==> config.mk <==
export PLATFORM = sky130hd
export DESIGN_NAME = hist_accum
export DESIGN_NICKNAME = d
export VERILOG_FILES = /design/src/rtl/hist_pkg.sv /design/src/rtl/hist_store.sv /design/src/rtl/hist_fwd.sv /design/src/rtl/hist_accum.sv
export SDC_FILE = /design/constraint.sdc
export NUM_CORES = 1
export LEC_CHECK = 0
export BUFFER_PORTS_ARGS = -buffer_cell sky130_fd_sc_hd__buf_2
export CORE_MARGIN = 2
export CORE_UTILIZATION = 45
export CTS_BUF_LIST = sky130_fd_sc_hd__clkbuf_4
export DETAILED_ROUTE_END_ITERATION = 8
export PLACE_DENSITY = 0.58
export SETUP_SLACK_MARGIN = 0.15
export SLEW_MARGIN = 10
export SYNTH_ARGS = -nofsm -noshare
export SYNTH_HDL_FRONTEND = slang
export SYNTH_SLANG_ARGS = --single-unit
==> constraint.sdc <==
create_clock -name clk -period 4.9 [get_ports clk]
set_input_delay 0.98 -clock clk [delete_from_list [all_inputs] [get_ports clk]]
set_output_delay 0.98 -clock clk [all_outputs]
set_load 0.1 [all_outputs]
==> src/rtl/hist_pkg.sv <==
package hist_pkg;
  // Epoch tag carried by each sample; wide enough that up to four restarts
  // between a sample's capture and its write never alias.
  localparam int EPOCH_W = 3;
  typedef logic [EPOCH_W-1:0] epoch_t;
endpackage

==> src/rtl/hist_store.sv <==
module hist_store #(
  parameter int BIN_W = 3,
  parameter int CNT_W = 8,
  localparam int NBINS = 1 << BIN_W
) (
  input  logic             clk,
  input  logic             rst_n,
  input  logic             clr,
  input  logic [BIN_W-1:0] rd_addr,
  output logic [CNT_W-1:0] rd_base,
  input  logic             wr_en,
  input  logic [BIN_W-1:0] wr_addr,
  input  logic [CNT_W-1:0] wr_data,
  input  logic             wr_mark,
  input  logic             mm_en,
  input  logic [BIN_W-1:0] mm_addr,
  output logic             mm_valid,
  output logic [CNT_W-1:0] mm_data
);
  logic [CNT_W-1:0] mem [NBINS];
  logic [NBINS-1:0] live_q, live_d;
  logic [CNT_W-1:0] rd_d, mm_d;

  // counter storage: no reset, guarded by the live flags
  always_ff @(posedge clk) begin
    if (wr_en) mem[wr_addr] <= wr_data;
  end

  always_comb begin
    live_d = live_q;
    if (clr)
      live_d = '0;
    else if (wr_en && wr_mark)
      live_d[wr_addr] = 1'b1;
  end

  always_comb begin
    rd_d = live_q[rd_addr] ? mem[rd_addr] : '0;
    mm_d = live_q[mm_addr] ? mem[mm_addr] : '0;
  end

  always_ff @(posedge clk or negedge rst_n) begin
    if (!rst_n) begin
      live_q   <= '0;
      rd_base  <= '0;
      mm_valid <= 1'b0;
      mm_data  <= '0;
    end else begin
      live_q   <= live_d;
      rd_base  <= rd_d;
      mm_valid <= mm_en;
      if (mm_en) mm_data <= mm_d;
    end
  end
endmodule

==> src/rtl/hist_fwd.sv <==
module hist_fwd
  import hist_pkg::*;
#(
  parameter int BIN_W = 3,
  parameter int CNT_W = 8,
  parameter int NSRC  = 3
) (
  input  logic             x_vld,
  input  logic [BIN_W-1:0] x_bin,
  input  epoch_t           x_ep,
  input  logic [CNT_W-1:0] ram_base,
  input  logic             src_we  [NSRC],
  input  epoch_t           src_ep  [NSRC],
  input  logic [BIN_W-1:0] src_bin [NSRC],
  input  logic [CNT_W-1:0] src_cnt [NSRC],
  output logic [CNT_W-1:0] upd_cnt
);
  logic [CNT_W-1:0] base;

  // index 0 is the newest in-flight update; scan oldest first so newest wins
  always_comb begin
    base = ram_base;
    for (int i = NSRC - 1; i >= 0; i--) begin
      if (src_we[i] && (src_ep[i] == x_ep) && (src_bin[i] == x_bin))
        base = src_cnt[i];
    end
    upd_cnt = x_vld ? base + CNT_W'(1) : base;
  end
endmodule

==> src/rtl/hist_accum.sv <==
module hist_accum
  import hist_pkg::*;
#(
  parameter int DATA_W = 5,
  parameter int BIN_W = 3,
  parameter int MAX_SAMPLES = 200,
  localparam int CNT_W = $clog2(MAX_SAMPLES + 1)
) (
  input  logic              clk,
  input  logic              rst_n,
  input  logic              in_valid,
  input  logic              in_sync,
  input  logic [DATA_W-1:0] in_data,
  input  logic              mm_rd_en,
  input  logic [BIN_W-1:0]  mm_addr,
  output logic              mm_rvalid,
  output logic [CNT_W-1:0]  mm_rdata,
  output logic              dbg_valid,
  output logic [BIN_W-1:0]  dbg_bin,
  output logic [CNT_W-1:0]  dbg_count
);
  localparam int NSRC  = 3;
  localparam int LOW_W = DATA_W - BIN_W;

  // reset release synchronizer
  logic [1:0] rs_q;
  logic       rst_ns;
  always_ff @(posedge clk or negedge rst_n) begin
    if (!rst_n) rs_q <= 2'b00;
    else        rs_q <= {rs_q[0], 1'b1};
  end
  assign rst_ns = rs_q[1];

  generate
    if (LOW_W > 0) begin : g_low
      logic unused_low_bits;
      assign unused_low_bits = ^in_data[LOW_W-1:0];
    end
  endgenerate

  logic             sync_in;
  epoch_t           ep_q, ep_d;
  logic [BIN_W-1:0] in_bin;
  assign sync_in = in_valid & in_sync;
  assign ep_d    = ep_q + epoch_t'(sync_in);
  assign in_bin  = in_data[DATA_W-1 -: BIN_W];

  // pipeline: s1 issues the read, s2 has memory data, s3 computes
  logic             s1_vld, s2_vld, s3_vld;
  logic [BIN_W-1:0] s1_bin, s2_bin, s3_bin;
  epoch_t           s1_ep, s2_ep, s3_ep;
  logic [CNT_W-1:0] rd_base, s3_base, upd_cnt;

  always_ff @(posedge clk or negedge rst_ns) begin
    if (!rst_ns) begin
      ep_q   <= '0;
      s1_vld <= 1'b0; s1_bin <= '0; s1_ep <= '0;
      s2_vld <= 1'b0; s2_bin <= '0; s2_ep <= '0;
      s3_vld <= 1'b0; s3_bin <= '0; s3_ep <= '0; s3_base <= '0;
    end else begin
      ep_q   <= ep_d;
      s1_vld <= in_valid;
      s2_vld <= s1_vld;
      s3_vld <= s2_vld;
      if (in_valid) begin
        s1_bin <= in_bin;
        s1_ep  <= ep_d;
      end
      if (s1_vld) begin
        s2_bin <= s1_bin;
        s2_ep  <= s1_ep;
      end
      if (s2_vld) begin
        s3_bin  <= s2_bin;
        s3_ep   <= s2_ep;
        s3_base <= rd_base;
      end
    end
  end

  // in-flight updates: index 0 feeds the memory write port
  logic             h_we  [NSRC];
  epoch_t           h_ep  [NSRC];
  logic [BIN_W-1:0] h_bin [NSRC];
  logic [CNT_W-1:0] h_cnt [NSRC];

  always_ff @(posedge clk or negedge rst_ns) begin
    if (!rst_ns) begin
      h_we[0] <= 1'b0; h_ep[0] <= '0; h_bin[0] <= '0; h_cnt[0] <= '0;
    end else begin
      h_we[0] <= s3_vld;
      if (s3_vld) begin
        h_ep[0]  <= s3_ep;
        h_bin[0] <= s3_bin;
        h_cnt[0] <= upd_cnt;
      end
    end
  end

  generate
    for (genvar g = 1; g < NSRC; g++) begin : g_hist
      always_ff @(posedge clk or negedge rst_ns) begin
        if (!rst_ns) begin
          h_we[g] <= 1'b0; h_ep[g] <= '0; h_bin[g] <= '0; h_cnt[g] <= '0;
        end else begin
          h_we[g] <= h_we[g-1];
          if (h_we[g-1]) begin
            h_ep[g]  <= h_ep[g-1];
            h_bin[g] <= h_bin[g-1];
            h_cnt[g] <= h_cnt[g-1];
          end
        end
      end
    end
  endgenerate

  hist_fwd #(.BIN_W(BIN_W), .CNT_W(CNT_W), .NSRC(NSRC)) u_fwd (
    .x_vld   (s3_vld),
    .x_bin   (s3_bin),
    .x_ep    (s3_ep),
    .ram_base(s3_base),
    .src_we  (h_we),
    .src_ep  (h_ep),
    .src_bin (h_bin),
    .src_cnt (h_cnt),
    .upd_cnt (upd_cnt)
  );

  hist_store #(.BIN_W(BIN_W), .CNT_W(CNT_W)) u_store (
    .clk     (clk),
    .rst_n   (rst_ns),
    .clr     (sync_in),
    .rd_addr (s1_bin),
    .rd_base (rd_base),
    .wr_en   (h_we[0]),
    .wr_addr (h_bin[0]),
    .wr_data (h_cnt[0]),
    .wr_mark (h_ep[0] == ep_q),
    .mm_en   (mm_rd_en),
    .mm_addr (mm_addr),
    .mm_valid(mm_rvalid),
    .mm_data (mm_rdata)
  );

  assign dbg_valid = h_we[0];
  assign dbg_bin   = h_bin[0];
  assign dbg_count = h_cnt[0];

  // cycles since reset release, saturating; keeps $past inside that window
  logic [2:0] age_q;
  always_ff @(posedge clk or negedge rst_ns) begin
    if (!rst_ns)             age_q <= '0;
    else if (age_q != 3'd7)  age_q <= age_q + 3'd1;
  end

  a_r3_update_needs_sample: assert property (@(posedge clk) disable iff (!rst_ns)
    dbg_valid |-> $past(in_valid, 4));

  a_r2_sample_reaches_port: assert property (@(posedge clk) disable iff (!rst_ns)
    (age_q >= 3'd5) && $past(in_valid, 4) |-> dbg_valid);

  a_r7_restart_counts_one: assert property (@(posedge clk) disable iff (!rst_ns)
    (age_q >= 3'd5) && $past(in_valid && in_sync, 4) |-> dbg_valid && (dbg_count == CNT_W'(1)));

  a_r10_no_wrap: assert property (@(posedge clk) disable iff (!rst_ns)
    dbg_valid |-> (dbg_count != '0));

  a_r8_read_latency: assert property (@(posedge clk) disable iff (!rst_ns)
    mm_rd_en |=> mm_rvalid);

  a_r8_no_spurious_valid: assert property (@(posedge clk) disable iff (!rst_ns)
    !mm_rd_en |=> !mm_rvalid);
endmodule

# Word level (Yosys, flattened, before mapping)
# Memory sizes are Yosys's and may differ from the RTL's.
# Index checks and enable logic that the tools add are counted.
dict set report totals {
  out_inout_bits 21
  mem_bits_rw 64
  register_bits 104
  memories 1
  wordCells 68
}
# memory depth width read_ports rd_clocked_by_memory_dff wr line_no
set memory_table {}
lappend memory_table {u_store.mem 8 8 2 0 1 hist_store.sv:20} ;# logic [CNT_W-1:0] mem [NBINS];
dict set report classes {
  add_sub_neg 2
  n_reduce_logical 9
  bitwise 2
  muxes 15
  magnitude_cmp 4
  n_eq_ne 7
}
# cell count
set ops {}
lappend ops {{8-bit 2-to-1 mux} 7}
lappend ops {{3-bit == test} 7}
lappend ops {{3-bit by 4-bit < comparator with 1-bit output, second input constant} 3}
lappend ops {{8-bit by 1-bit adder with 8-bit output, second input constant} 1}
lappend ops {{1-bit logical AND} 8}
lappend ops {{8-bit bitwise OR} 1}
lappend ops {{1-bit binary-select mux with 3-bit select} 2}
lappend ops {{1-bit 2-to-1 mux} 5}
lappend ops {{3-bit by 1-bit adder with 3-bit output} 1}
lappend ops {{1-bit demux with 3-bit select} 1}
lappend ops {{3-bit by 1-bit >= comparator with 1-bit output, second input constant} 1}
lappend ops {{2-bit nonzero test} 1}
lappend ops {{1-bit AND} 1}

# Logic depth before layout (Yosys ltp)
dict set report logic_depth {
  word_depth 7
  depth_mapped 14
  ltp_nobuf 12
}

# Modules after synthesis
# Synthesis repeated with hierarchy kept, for this count alone.
dict set report hier_totals {
  hier_cells 479
  area_unflattened_um2 7673.6
}
# module area_each_um2 cells_each instances seq_area_each_um2
set modules_own_cells {}
lappend modules_own_cells {hist_store 4040.1 220 1 2547.4}
lappend modules_own_cells {hist_accum 2955.3 173 1 1976.9}
lappend modules_own_cells {hist_fwd 678.2 86 1 0.0}

# Worst setup path after synthesis
# No wires, ideal clock.
dict set report synth_path {
  path_kind {register to register}
  from {reg h_we, in the netlist dbg_valid}
  to {reg h_cnt, in the netlist dbg_count[4]}
  synth_period_minus_slack_ns 3.658
  setup_ns 0.142
  n_path_buf 3
  path_slack_ns 1.242
  path_stages_with_launch 15
  t_arrival_ns 3.517
  cell_sequence {dfrtp_1 buf_2 nand4_1 or3_1 buf_6 and2_4 buf_6 a211o_4 inv_1 ha_1 inv_1 a2111o_1 or3_1 a31oi_1 a21oi_1}
}
dict set report synth_between {
  elab_chain_cells 4
}
# item line_no
set synth_lines {}
lappend synth_lines {{from (decl)} hist_accum.sv:82} ;# logic h_we [NSRC];
lappend synth_lines {{1-bit logical AND (2 in series)} hist_fwd.sv:24} ;# if (src_we[i] && (src_ep[i] == x_ep) && (src_bin[i] == x_bin))
lappend synth_lines {{8-bit 2-to-1 mux} hist_fwd.sv:24}
lappend synth_lines {{8-bit by 1-bit adder with 8-bit output} hist_fwd.sv:27} ;# upd_cnt = x_vld ? base + CNT_W'(1) : base;
lappend synth_lines {{to (decl)} hist_accum.sv:85} ;# logic [CNT_W-1:0] h_cnt [NSRC];
# No other way between the ends.
# A chain may end at the register's enable or synchronous reset.

# Final worst setup path
dict set report layout_path {
  from {reg h_bin, in the netlist dbg_bin[2]}
  to {reg h_cnt, in the netlist dbg_count[4]}
}
dict set report layout_between {
  elab_chain_cells 4
}
# item line_no
set layout_lines {}
lappend layout_lines {{from (decl)} hist_accum.sv:84} ;# logic [BIN_W-1:0] h_bin [NSRC];
lappend layout_lines {{3-bit == test} hist_fwd.sv:24}
lappend layout_lines {{1-bit logical AND} hist_fwd.sv:24}
lappend layout_lines {{8-bit 2-to-1 mux} hist_fwd.sv:24}
lappend layout_lines {{8-bit by 1-bit adder with 8-bit output} hist_fwd.sv:27}
# No other way between the ends.

==> run metrics <==
chip width 133 um; Die Ht 133 um; cts bufs inserted 17; CP Cell Sequence xnor2_1 -> nand2_1 -> or3_1 -> and2_4 -> a211o_4 -> inv_1 -> ha_1 -> inv_1 -> a2111o_1 -> or3_1 -> a31oi_1 -> a21oi_1; root buffer cell clkbuf_4; CP max stage delay 0.71 ns; post-synth net total 510; Worst-Skew Late Latency 0.56 ns; layout cells sized above 1 33.8%; GRT Overall Usage 18.3%; Inserted Diodes 0; Area after DPL 7760 um2; crit-path max FO 14; pre-CTS setup slack 1.49 ns; core region area 16400 um2; Distinct cells, synth 45; slowest stage cell, crit path dfrtp_1; FMAX 289 MHz; die footprint 17700 um2; vias 4100; Setup Buffers After CTS 0; Avg Cell Area, Syn 15.1 um2; static leakage 3.25 nW; TritonCTS clock tree yes; r2r setup slk 1.43 ns; initial core utilization 45.6%; largest net degree at the start of global routing 71; crit share post-route 70.7%; Hold Violations, Final 0; fin. max-slew vios 0; vias in the first global route 4330; GPL Wtd Cong 0.746; count leader, synth dfrtp_1; maximum vdd drop 0.282 mV; EDFF count, synth 64; clk_skew 0.0181 ns; Hold Path Class primary input to async pin; Period minus WS final 3.47 ns; drt first-iter violations 198; Post-CTS Hold Fix Bufs 0; crit path launch type flip-flop; Clock transition at path regs 0.13 ns; top post-synthesis cells by count dfrtp_1, edfxtp_1, mux2_2, mux4_2, nor2_1; DP HPWL 9650 um; sequential share of the synthesized area 60.5%; H-tree depth 4; Top FF cell, synth dfrtp_1; synthesized flop and latch total 168; post-route setup slack 1.43 ns; grt ovf 0; setup_tns 0 ns; Slew HR 30.2%; Final setup viols 0; Clock Sinks 168; status finished clean; Synth Warn # 0; Crit Path Class flip-flop to flip-flop; post-synth top area cell dfrtp_1; Cells after Synth 494; max cap viols 0; Tot Pwr 3.86 mW; Max Buffers Root-to-Sink 2; Routed WL per cell 19.9 um; critical path endpoint category flip-flop; area grow syn2layout 7.98%; Detail Route Antenna Nets 0; Worst-Margin Slew 1.04 ns; cells taking the most area after synthesis dfrtp_1, edfxtp_1, mux4_2; WP data arrival 3.87 ns; number of cell rows 47; design area 8080 um2; PwrDens 478 nW/um2; fin nets 526; Final Util 49.2%; vias per inst 5.52; Yosys top cell area share 34.8%; # port buffers 31; total iterations of the first detailed-routing run 4; Resized cells post-CTS 0; global-route wire length before repair 24300 um; residual DRC count 0; initial antenna violation count 0; Post-Syn Area 7480 um2; routed wire length 14800 um; I/O pins 34; Async SR Flop Fraction 61.9%; RSZ-0062 raised after global routing false; Req. time, crit path 5.30 ns
[worst max-delay path, delay by kind of cell (launching register included)]
kind            cells  cell delay [ns]
simple gates        4             1.24
fa+ha+maj           1             0.14
flops               1             0.71
buf+inv             2             0.11
xor+xnor            1             0.18
compound gates      4             0.94
[power by group]
part | total (mW) | internal (mW) | switching, mW
combinational | 0.931 | 0.401 | 0.531
clock | 0.892 | 0.414 | 0.478
sequential | 2.04 | 1.76 | 0.282
[area by class of cell]
cell class                 instances  area (um2)
multi-input combinational        272        2710
inverter                          15        56.3
sequential                       168        4530
tap                              220         275
timing repair buffer              36         193
clock buffer                      19         143
fill                            1445        8330
clock inverter                    13         179
[metal layers]
layer,up-vias,share of wire (%),global-route usage [%]
met3,14,4.0,3.75
met4,0,1.0,5.32
li1,1859,-,-
met5,-,0,0
met2,102,49,29.7
met1,2125,46,25.1
[kinds of logic (layout without fill, tap and decap cells)]
group	count (synthesis)	in the layout	share of synthesized area, %
flops	168	168	60.5
mux	122	122	23.4
simple gates	82	82	5.40
buf+inv	54	83	3.51
compound gates	39	39	3.63
xor+xnor	25	25	3.03
fa+ha+maj	3	3	0.502
other cells	1	1	0.0501
[metrics by stage]
stage,std cells,hold slack (ns)
after CTS,743,0.131
final,743,0.177
after global routing,743,0.130
after detailed placement,711,0.340
after global placement,711,0.338
after floorplan,494,0.331
[registers in the layout (all words and copies together), names as in the netlist, 2 cells and up]
register	flops
s1_ep	3
rs_q	2
s3_base	8
h_ep	9
s2_bin	3
u_store.rd_base	8
dbg_bin	3
h_cnt	16
s3_bin	3
u_store.mm_data	8
u_store.mem	64
h_we	2
h_bin	6
s3_ep	3
dbg_count	8
s1_bin	3
u_store.live_q	8
ep_q	3
s2_ep	3
[worst paths after layout]
| path | startpoint | end | depth (start not counted) |
|---|---|---|---|
| min in group clk | rs_q[0] | rs_q[1] | 0 |
| worst min register to register | rs_q[0] | rs_q[1] | 0 |
| max in group asynchronous | rs_q[1] | h_bin[1] | 1 |
| worst max register to register | dbg_bin[2] | dbg_count[4] | 12 |
| worst max-delay path | dbg_bin[2] | dbg_count[4] | 12 |
| worst min-delay path | rst_n | rs_q[1] | 1 |
[layout by cell type, fill, tap and decap left out, drive strengths merged, types with 2 or more instances in the layout]
master	Yosys	routed
a21oi	8	8
nand2	11	11
nand3	4	4
o21ai	8	8
nor2	33	33
bufinv	0	4
a31oi	3	3
mux2	62	62
xor2	3	3
clkbuf	15	19
a211o	6	6
edfxtp	64	64
buf	24	36
or2	2	2
o22ai	8	8
nor2b	3	3
clkinv	0	6
mux2i	24	24
or3	4	4
xnor2	22	22
nand2b	3	3
clkinvlp	0	2
nand4	4	4
mux4	36	36
ha	3	3
inv	15	16
dfrtp	104	104
and2	3	3
nor3	13	13
No activity file was read; power rests on OpenSTA's default activity.
